File: config.mk
export PLATFORM = sky130hd
export DESIGN_NAME = tmr_cc_channel
export DESIGN_NICKNAME = d
export VERILOG_FILES = /design/src/rtl/tmr_cc_pkg.sv /design/src/rtl/tmr_cc_decode.sv /design/src/rtl/tmr_cc_pin_sync.sv /design/src/rtl/tmr_cc_channel.sv
export SDC_FILE = /design/constraint.sdc
export NUM_CORES = 1
export LEC_CHECK = 0
export ABC_AREA = 1
export CAP_MARGIN = 0
export CORE_ASPECT_RATIO = 1.1
export CORE_MARGIN = 3
export CORE_UTILIZATION = 45
export CTS_CLUSTER_SIZE = 28
export DETAILED_ROUTE_END_ITERATION = 8
export PLACE_DENSITY = 0.8
export SYNTH_ARGS = -nofsm -noshare
export SYNTH_HDL_FRONTEND = slang
export SYNTH_SLANG_ARGS = --single-unit
File: constraint.sdc
create_clock -name clk -period 1.9 [get_ports clk]
set_input_delay 0.38 -clock clk [delete_from_list [all_inputs] [get_ports clk]]
set_output_delay 0.38 -clock clk [all_outputs]
set_load 0.1 [all_outputs]
File: src/rtl/tmr_cc_pkg.sv
`timescale 1ns/1ps
package tmr_cc_pkg;

    typedef enum logic [1:0] {
        ACT_NONE   = 2'b00,
        ACT_LOW    = 2'b01,
        ACT_HIGH   = 2'b10,
        ACT_TOGGLE = 2'b11
    } cmp_act_e;

    typedef enum logic [1:0] {
        SRC_RISE = 2'b00,
        SRC_FALL = 2'b01,
        SRC_BOTH = 2'b10,
        SRC_NBR  = 2'b11
    } cap_src_e;

    typedef struct packed {
        logic     capture;
        logic     drive_en;
        logic     init_lvl;
        cmp_act_e act;
        cap_src_e src;
    } mode_t;

endpackage

File: src/rtl/tmr_cc_decode.sv
`timescale 1ns/1ps
module tmr_cc_decode
    import tmr_cc_pkg::*;
(
    input  logic [3:0] code_i,
    output mode_t      mode_o
);

    always_comb begin
        mode_o.capture  = code_i[3];
        mode_o.init_lvl = code_i[2];
        mode_o.drive_en = !code_i[3] && (code_i[1:0] != 2'b00);
        mode_o.act      = code_i[3] ? ACT_NONE : cmp_act_e'(code_i[1:0]);
        if (code_i[2])      mode_o.src = SRC_NBR;
        else if (code_i[1]) mode_o.src = SRC_BOTH;
        else if (code_i[0]) mode_o.src = SRC_FALL;
        else                mode_o.src = SRC_RISE;
    end

endmodule

File: src/rtl/tmr_cc_pin_sync.sv
`timescale 1ns/1ps
module tmr_cc_pin_sync #(
    parameter int STAGES = 2
) (
    input  logic clk,
    input  logic rst_n,
    input  logic pin_async_i,
    output logic rise_o,
    output logic fall_o
);

    localparam int DEPTH = STAGES + 1;

    logic [DEPTH-1:0] chain_d, chain_q;

    always_comb begin
        chain_d = {chain_q[DEPTH-2:0], pin_async_i};
    end

    always_ff @(posedge clk or negedge rst_n) begin
        if (!rst_n) chain_q <= '0;
        else        chain_q <= chain_d;
    end

    assign rise_o = chain_q[STAGES-1] && !chain_q[STAGES];
    assign fall_o = !chain_q[STAGES-1] && chain_q[STAGES];


    edge_excl_chk: assert property (@(posedge clk) disable iff (!rst_n)
        rise_o |=> !rise_o);

endmodule

File: src/rtl/tmr_cc_channel.sv
`timescale 1ns/1ps
module tmr_cc_channel
    import tmr_cc_pkg::*;
#(
    parameter int CNT_W       = 16,
    parameter int SYNC_STAGES = 2
) (
    input  logic             clk,
    input  logic             rst_n,
    input  logic [CNT_W-1:0] cnt_i,
    input  logic             pin_i,
    input  logic             nbr_tick_i,
    input  logic             nbr_undiv_i,
    input  logic             mode_wr_i,
    input  logic [3:0]       mode_code_i,
    input  logic             buf_en_i,
    input  logic             reg_wr_i,
    input  logic [CNT_W-1:0] reg_wdata_i,
    input  logic             flag_clr_i,
    output logic             pin_o,
    output logic             pin_oe_o,
    output logic [CNT_W-1:0] reg_o,
    output logic             flag_o
);

    typedef struct packed {
        logic [3:0]       code;
        logic [CNT_W-1:0] gr;
        logic             pin;
        logic             flag;
        logic             eq;
    } state_t;

    state_t st_d, st_q;
    mode_t  mode;
    logic   rise, fall;
    logic   hit, blocked, trig, cmp_evt, cap_evt;

    tmr_cc_decode u_decode (
        .code_i (st_q.code),
        .mode_o (mode)
    );

    tmr_cc_pin_sync #(.STAGES(SYNC_STAGES)) u_pin_sync (
        .clk         (clk),
        .rst_n       (rst_n),
        .pin_async_i (pin_i),
        .rise_o      (rise),
        .fall_o      (fall)
    );

    always_comb begin
        st_d    = st_q;
        hit     = (cnt_i == st_q.gr);
        blocked = buf_en_i || mode_wr_i;
        st_d.eq = hit;

        case (mode.src)
            SRC_RISE: trig = rise;
            SRC_FALL: trig = fall;
            SRC_BOTH: trig = rise || fall;
            default:  trig = nbr_tick_i && !nbr_undiv_i;
        endcase

        cmp_evt = !mode.capture && hit && !st_q.eq && !blocked;
        cap_evt = mode.capture && trig && !blocked;

        if (mode_wr_i) st_d.code = mode_code_i;

        if (cap_evt)       st_d.gr = cnt_i;
        else if (reg_wr_i) st_d.gr = reg_wdata_i;

        if (mode_wr_i) begin
            st_d.pin = mode_code_i[2];
        end else if (cmp_evt) begin
            case (mode.act)
                ACT_LOW:    st_d.pin = 1'b0;
                ACT_HIGH:   st_d.pin = 1'b1;
                ACT_TOGGLE: st_d.pin = !st_q.pin;
                default:    st_d.pin = st_q.pin;
            endcase
        end

        if (cmp_evt || cap_evt) st_d.flag = 1'b1;
        else if (flag_clr_i)    st_d.flag = 1'b0;
    end

    always_ff @(posedge clk or negedge rst_n) begin
        if (!rst_n) st_q <= '0;
        else        st_q <= st_d;
    end

    assign pin_o    = st_q.pin;
    assign pin_oe_o = mode.drive_en;
    assign reg_o    = st_q.gr;
    assign flag_o   = st_q.flag;


    pin_init_chk: assert property (@(posedge clk) disable iff (!rst_n)
        mode_wr_i |=> (pin_o == $past(mode_code_i[2])));


    cap_oe_chk: assert property (@(posedge clk) disable iff (!rst_n)
        (mode_wr_i && mode_code_i[3]) |=> !pin_oe_o);


    buf_block_chk: assert property (@(posedge clk) disable iff (!rst_n)
        (buf_en_i && !flag_o) |=> !flag_o);


    cap_flag_chk: assert property (@(posedge clk) disable iff (!rst_n)
        !reg_wr_i |=> ((reg_o == $past(reg_o)) || flag_o));


    out_reg_hold_chk: assert property (@(posedge clk) disable iff (!rst_n)
        (!mode.capture && !reg_wr_i) |=> $stable(reg_o));


    flag_sticky_chk: assert property (@(posedge clk) disable iff (!rst_n)
        (flag_o && !flag_clr_i) |=> flag_o);

endmodule

**Word-level counts from Yosys, hierarchy flattened**

Index checks and enable logic that the tools add are counted.

- Equal/unequal tests: 6
- Mux-type cells: 12
- Reductions and logical operators: 26

Operator list:

| kind | number |
|---|---|
| $mux 16 | 2 |
| $eq 16x16->1 | 1 |
| $logic_and 1x1->1 | 9 |
| $reduce_bool 2->1 | 4 |
| $logic_not 1->1 | 7 |
| $eq 2x2->1 const B | 3 |
| $mux 2 | 3 |
| $pmux 1 s3 | 2 |
| $mux 1 | 5 |
| $eq 2x1->1 const B | 2 |
| $reduce_bool 4->1 | 1 |
| $logic_or 1x1->1 | 3 |
| $logic_not 2->1 | 1 |
| $reduce_and 2->1 | 1 |

- Flip-flop bits (word level): 26
- Bits of input ports: 45
- Output and inout port bits: 19
- Logic and storage cells: 50

**Depth between registers and ports, before layout**

Gate-level depths: netlist of the first run.

- Word-level depth: 9
- Depth in mapped cells: 10
- Gate-level depth less buffers: 10

**Modules after synthesis**

Synthesis of the first run repeated with hierarchy kept, for this count alone.

- Cell total of the unflattened synthesis: 245
- Area total of the unflattened synthesis: 1781.7 um^2

By module, submodules not included:

| module | instances | cells each | area each (um^2) | seq. area each (um^2) |
|---|---|---|---|---|
| tmr_cc_channel | 1 | 225 | 1635.3 | 575.6 |
| tmr_cc_pin_sync | 1 | 7 | 90.1 | 75.1 |
| tmr_cc_decode | 1 | 13 | 56.3 | 0.0 |

**Worst setup path before layout of the first run**

Ideal clock, no wire load.

- Kind: register to register
- Start: register st_q[19] (netlist name)
- End: register st_q (netlist bit pin_o)
- Setup time: 121 ps
- Arrival time: 2278 ps
- Data required time: 1779 ps
- Path slack: -499 ps
- Stages on the path, launching flop included: 6
- Buffers on the path: 0
- Period minus slack after synthesis: 2399 ps
- Cell sequence: dfrtp_1 -> inv_1 -> a21oi_1 -> nand4_1 -> nand3_1 -> nand2_1

- Longest elaborated chain between the ends: 5
- Elaborated cells between the ends (all ways): 9
- Classes of those cells: eq/ne: 3; mux: 4; reduce/logical: 2

RTL lines:

| element | line | RTL |
|---|---|---|
| start: declaration | tmr_cc_channel.sv:34 | `state_t st_d, st_q;` |
| start signal: assignment | tmr_cc_channel.sv:90 | `else st_q <= st_d;` |
| $mux 2 * | tmr_cc_decode.sv:13 | `mode_o.act = code_i[3] ? ACT_NONE : cmp_act_e'(code_i[1:0]);` |
| $eq 2x2->1 or $eq 2x1->1 (tied branches) | tmr_cc_channel.sv:76 | `case (mode.act)` |
| $pmux 1 s3 | tmr_cc_channel.sv:76 |  |
| $mux 1 | tmr_cc_channel.sv:75 | `end else if (cmp_evt) begin` |
| $mux 1 | tmr_cc_channel.sv:73 | `if (mode_wr_i) begin` |

Every way passes the cells marked *; elsewhere a longest branch is shown, timed or not. The select of a mux whose other input is x is not followed.
A chain may end at the register's enable or synchronous reset.

**Final worst setup path of the first run**

- Start: register u_pin_sync.chain_q[1]
- End: register st_q (netlist bit reg_o[9])

- Longest elaborated chain between the ends: 7
- Elaborated cells between the ends (all ways): 9
- Classes of those cells: mux: 2; reduce/logical: 7

RTL lines:

| element | line | RTL |
|---|---|---|
| start: declaration | tmr_cc_pin_sync.sv:14 | `logic [DEPTH-1:0] chain_d, chain_q;` |
| start signal: assignment | tmr_cc_pin_sync.sv:22 | `else chain_q <= chain_d;` |
| $logic_not 1->1 | tmr_cc_pin_sync.sv:26 | `assign fall_o = !chain_q[STAGES-1] && chain_q[STAGES];` |
| $logic_and 1x1->1 | tmr_cc_pin_sync.sv:26 |  |
| $logic_or 1x1->1 | tmr_cc_channel.sv:61 | `SRC_BOTH: trig = rise \|\| fall;` |
| $pmux 1 s3 * | tmr_cc_channel.sv:58 | `case (mode.src)` |
| $logic_and 1x1->1 * (2 in series) | tmr_cc_channel.sv:66 | `cap_evt = mode.capture && trig && !blocked;` |
| $mux 16 or $reduce_bool 2->1 (tied branches) | n/a |  |

Every way passes the cells marked *; elsewhere a longest branch is shown, timed or not.

==> results.cfg, run 1 <==
[die]
initial_core_util = 0.479
die_width_um = 65.9
io_pins = 64
row_count = 23
fp.coreArea_um2 = 3710
die_h_um = 71.9
die-area_um2 = 4740

[clock_tree]
worstSkewPairLatency_ns = 0.27
cts_tree = built
cts_htree_levels = 1
cts_max_path_buffers = 2
hold_buffers = 0
postCtsSetupBuffers = 0
clk_pin_slew_worst_paths_ns = 0.09
cts_root_buf = clkbuf_8
cts_resized = 0
cts_buffers = 3
cts.sinks = 26

[global_routing]
overflow = 0
grt_pass1_wl_um = 6880
grt_max_degree = 27
grt_usage = 0.184
grt_antenna_before_repair = 0
grt_pass1_vias = 1575

[synthesis]
synthesis.area_um2 = 1780
synth-seq-cells = 26
yosysWarningCount = 0
yosys.area_share.simple = 0.396
synth_xor_area_frac = 0.00985
syn_area_per_cell_um2 = 7.50
synthAdderAreaFrac = 0.0141
yosysSeqAreaShare = 0.366
synth_top_family_by_area = simple AND/OR/NAND/NOR gates
ys_types = 25
synthMuxAreaShare = 0
syn_nets = 284
synth_compound_area_frac = 0.0338
synthCells = 237

[min_path]
min_path_type = register to register
hold_depth = 0
holdPathEnd = u_pin_sync.chain_q[1]
min_from = u_pin_sync.chain_q[0]

[critical_path]
rrSetupSlack_ns = 0.29
r2r-start = u_pin_sync.chain_q[1]
crit_family = simple AND/OR/NAND/NOR gates
cp.required_ns = 2.12
reg2reg_depth = 8
startpoint_type = register
cp_cell_sequence = ha_1 -> or2_0 -> o211ai_1 -> o211ai_2 -> nand2_4 -> buf_4 -> nand3_1 -> nand3_2
end_kind = register
crit_buf_inv = 1
arrival_ns = 1.83
worstSetupPathType = register to register
slowest_delay_ns = 0.41
startpoint = u_pin_sync.chain_q[1]
r2r_end = reg_o[9]
cp_max_fo = 12
slowest_stage = dfrtp_1

[route]
routed_wl_um = 4150
avgViaCountPerCell = 4.89
via_count = 1639
wire_per_inst_um = 12.4
drtIter0Drc = 124
drt_first_pass_iters = 4
ant_nets = 0
drc = 0

[placed_design]
routabilityCongestion = 0.914
pre_cts_ws_ns = 0.0424
io_buffers = 63
dpl.hpwl_um = 3240

[power]
swShare = 0.428
clockPowerShare = 0.164
pwr-share-seq = 0.358
power_density_nw_per_um2 = 762
power_leakage_nw = 1.28
power.internal_w = 0.00111
power_frac_comb = 0.478
total_switching_power_w = 0.000830
ir_drop_mv = 0.384

[layout]
diodes = 0
syn_to_final_growth_pct = 43.3
fillCellCount = 288
layout-drive-gt1-share = 0.189
layout.nets = 334

[sta]
period_needed_ns = 1.61
drv_slew = 0
slew_headroom = 0.653
fmax_ghz = 0.620
worstMarginPinSlew_ns = 0.520
fin_crit_sh = 0.849
hold_viol_final = 0
setup_violations = 0
finClkSkew_ns = 0.00321
rsz0062_at_grt = no
worst_slack_ns = 0.286
tns_ns = 0

[outcome]
status = complete, no violations

[run]
drv_cap = 0
[stage by stage]
| step | cell area, µm² | hold WS (ns) | utilization | total power, W | instances |
|---|---|---|---|---|---|
| floorplan | 1780 | 0.0844 | - | 0.00131 | 237 |
| global placement | 2510 | 0.337 | 0.675 | 0.00162 | 332 |
| detailed placement | 2510 | 0.336 | 0.675 | 0.00164 | 332 |
| CTS | 2550 | 0.356 | 0.686 | 0.00195 | 335 |
| global route | 2550 | 0.374 | 0.686 | 0.00202 | 335 |
| finish | 2550 | 0.353 | 0.686 | 0.00194 | 335 |
[cells in the final DEF (no fill, tap or decap), types with 2 or more instances in the layout]
| cell type | netlist | layout |
|---|---|---|
| dfrtp_1 | 26 | 26 |
| nor2_1 | 25 | 25 |
| nor4_1 | 2 | 2 |
| clkbuf_8 | 0 | 3 |
| ha_1 | 2 | 2 |
| nand3_2 | 10 | 10 |
| clkdlybuf4s50_1 | 0 | 44 |
| o21ai_0 | 3 | 3 |
| nand3_1 | 42 | 42 |
| nand2_1 | 48 | 48 |
| xor2_1 | 2 | 2 |
| inv_1 | 31 | 31 |
| o211ai_1 | 3 | 3 |
| nand2_2 | 10 | 10 |
| buf_4 | 18 | 7 |
| buf_12 | 1 | 18 |
[worst max path at each step]
stage / end / slack, ns / cells after the start
after CTS: reg_o[9] / 0.27 / 8
after floorplan: pin_o / 0.11 / 5
after global placement: reg_o[2] / 0.09 / 6
after global routing: reg_o[8] / 0.15 / 8
final: reg_o[9] / 0.29 / 8
after detailed placement: reg_o[9] / 0.04 / 6
[worst reg2reg max path, stage by stage (launching register included)]
cell and delay (ns):
dfrtp_1 0.41, ha_1 0.19, or2_0 0.21, o211ai_1 0.09
o211ai_2 0.14, nand2_4 0.13, buf_4 0.19, nand3_1 0.11
nand3_2 0.09
[sequential cells by signal (all words and copies together) (netlist names)]
register / flops
st_q: 5
reg_o: 16
u_pin_sync.chain_q: 3
pin_o: 1
flag_o: 1
[layout make-up]
cell class                 count  area (µm²)  area share
timing repair buffer          69         853       0.335
tap                           50        62.6      0.0246
clock buffer                   3        41.3      0.0162
inverter                      33         129      0.0506
multi-input combinational    154         811       0.318
sequential                    26         651       0.255
[power groups by stage]
| stage | Sequential, W | Combinational, W | Clock (W) |
|---|---|---|---|
| 6_report | 0.000696 | 0.000927 | 0.000319 |
| 5_1_grt | 0.000706 | 0.000976 | 0.000338 |
| 4_1_cts | 0.000695 | 0.000934 | 0.000322 |
| 3_5_place_dp | 0.000707 | 0.000932 | 0 |
| 3_3_place_gp | 0.000703 | 0.000920 | 0 |
| 2_1_floorplan | 0.000696 | 0.000616 | 0 |
[cell usage after synthesis (all sizes together)]
| cell type | number | area (µm²) |
|---|---|---|
| buf | 23 | 188 |
| nor4 | 3 | 33.8 |
| ha | 2 | 25.0 |
| nand3 | 52 | 310 |
| clkbuf | 1 | 3.75 |
| nand2 | 59 | 254 |
| dfrtp | 26 | 651 |
| or2 | 1 | 6.26 |
| inv | 33 | 129 |
| o211ai | 4 | 35.0 |
| nor2 | 25 | 93.8 |
| xor2 | 2 | 17.5 |
| o21ai | 3 | 15.0 |
| nand4 | 1 | 6.26 |
| a21oi | 2 | 10.0 |
[per-layer routing]
| layer | share of wire | up-vias | GRT usage |
|---|---|---|---|
| met1 | 0.42 | 748 | 0.232 |
| met5 | 0 | - | 0 |
| met3 | 0.068 | 7 | 0.0279 |
| met4 | 0.019 | 0 | 0.0609 |
| met2 | 0.50 | 49 | 0.321 |
| li1 | - | 835 | - |
[kinds of logic after synthesis]
| group | after synthesis |
|---|---|
| and+or+nand+nor | 141 |
| buffers and inverters | 57 |
| DFF | 26 |
| AOI/OAI and AO/OA | 9 |
| xor gates and xnor gates | 2 |
| adders and majority gates | 2 |
Power figures use the tool's default switching activity.
==> run 2: changes to the inputs <==
Clock period 1.9 ns to 1.55 ns, I/O delays scaled along.
==> run 2 against run 1 <==
Effect of this change: the flow now finishes with violations (setup timing); final cell count grew 5.4%; setup slack lost 0.32 ns; flip-flop and latch count is the same; critical endpoint is now reg_o[3]; cell area grew 8.0%; total power grew 26%; wire length grew 15%; sequential power grew 23%.
==> results.cfg, run 2 (synthesis results as in run 1) <==
[outcome]
status = finished, violations left
violations = setup timing

[route]
via_count = 1785
drc = 0
avgViaCountPerCell = 5.06
ant_nets = 0
drtIter0Drc = 121
drt_first_pass_iters = 4
routed_wl_um = 4790
wire_per_inst_um = 13.6

[die]
row_count = 23
io_pins = 64
fp.coreArea_um2 = 3710
initial_core_util = 0.479
die-area_um2 = 4740
die_h_um = 71.9
die_width_um = 65.9

[layout]
final_cell_mix = 48 x nand2_1, 43 x clkdlybuf4s50_1, 39 x nand3_1
largest_reg_flops = 16
diodes = 0
final_common_cell = nand2_1
layout-drive-gt1-share = 0.264
layout.nets = 352
regArea_um2 = 651
syn_to_final_growth_pct = 54.7
multi_input_area_um2 = 850
final_util = 0.741
fillCellCount = 256

[placed_design]
routabilityCongestion = 0.825
dpl.hpwl_um = 3540
io_buffers = 63

[critical_path]
cp_max_fo = 8
slowest_delay_ns = 0.41
slowest_stage = dfrtp_1
arrival_ns = 1.79
startpoint_type = register
worstSetupPathType = register to register
end_kind = register
cp.required_ns = 1.76
crit_top_cell = nand3_1
crit_family = simple AND/OR/NAND/NOR gates
crit_buf_inv = 1
cp_cell_sequence = ha_2 -> or2_1 -> o211ai_1 -> o211ai_2 -> nand2_4 -> buf_6 -> nand3_1 -> nand3_1

[global_routing]
grt_pass1_wl_um = 7510
grt_antenna_before_repair = 0
grt_usage = 0.198
grt_pass1_vias = 1700
overflow = 0
grt_max_degree = 27

[power]
power_leakage_nw = 1.39
power_density_nw_per_um2 = 888
ir_drop_mv = 0.465
power_w = 0.00244

[sta]
tns_ns = -0.312
drv_slew = 0
worst_slack_ns = -0.0314
finClkSkew_ns = 0.00503
worstMarginPinSlew_ns = 0.545
whs_ns = 0.354
slew_headroom = 0.636
hold_viol_final = 0
setup_violations = 17
rsz0062_at_grt = yes
fin_crit_sh = 1.02
fmax_ghz = 0.632
period_needed_ns = 1.58

[clock_tree]
cts_max_path_buffers = 2
hold_buffers = 0
cts_buffers = 3
cts.sinks = 26
cts_tree = built
cts_root_buf = clkbuf_8
clk_pin_slew_worst_paths_ns = 0.09
worstSkewPairLatency_ns = 0.26
cts_htree_levels = 1

[min_path]
min_path_type = register to register

[run]
drv_cap = 0
[run 2: worst reg2reg max path: cells and delay by family (launching register included)]
kind,cells,cell delay (ns)
simple gates,4,0.55
flops,1,0.41
compound gates,2,0.24
fa+ha+maj,1,0.17
buf+inv,1,0.15
[run 2: cell type report]
cell class                 instances  share of cell area
clock buffer                       3              0.0150
multi-input combinational        154               0.309
tap                               50              0.0227
sequential                        26               0.237
inverter                          33              0.0478
timing repair buffer              87               0.369
[run 2: path summary, 6_finish.rpt]
path | slack (ns) | endpoint | depth (start not counted) | from
max | -0.03 | reg_o[3] | 8 | u_pin_sync.chain_q[1]
min | 0.35 | u_pin_sync.chain_q[1] | 0 | u_pin_sync.chain_q[0]
max reg2reg | -0.03 | reg_o[3] | 8 | u_pin_sync.chain_q[1]
min reg2reg | 0.35 | u_pin_sync.chain_q[1] | 0 | u_pin_sync.chain_q[0]
max in group asynchronous | 0.89 | reg_o[6] | 2 | rst_n
min in group asynchronous | 0.41 | reg_o[0] | 2 | rst_n
[run 2: power breakdown]
part           switching, W  total (W)  internal, W
Sequential         0.000109   0.000857     0.000749
Combinational      0.000727    0.00121     0.000481
Clock              0.000202   0.000376     0.000174
[run 2: per-stage QoR]
step	worst slack, ns	instance area [µm²]	cells
2_1_floorplan	0.0377	1790	237
3_3_place_gp	-0.165	2630	346
3_5_place_dp	-0.201	2630	346
4_1_cts	-0.000903	2690	350
5_1_grt	-0.123	2750	353
6_report	-0.0314	2750	353
[run 2: per-layer routing]
metal	track usage	wire [µm]	vias to the layer above
met3	0.0170	277	8
met2	0.360	2570	70
met1	0.249	1870	842
met5	0	0	-
li1	-	-	865
met4	0.0609	68	0
[run 2: timing repair]
item,CTS,global route
endpoints found under the setup margin,17,18
gates cloned,0,3
resized for setup,4,13
setup buffers,1,0
pin swaps,0,6
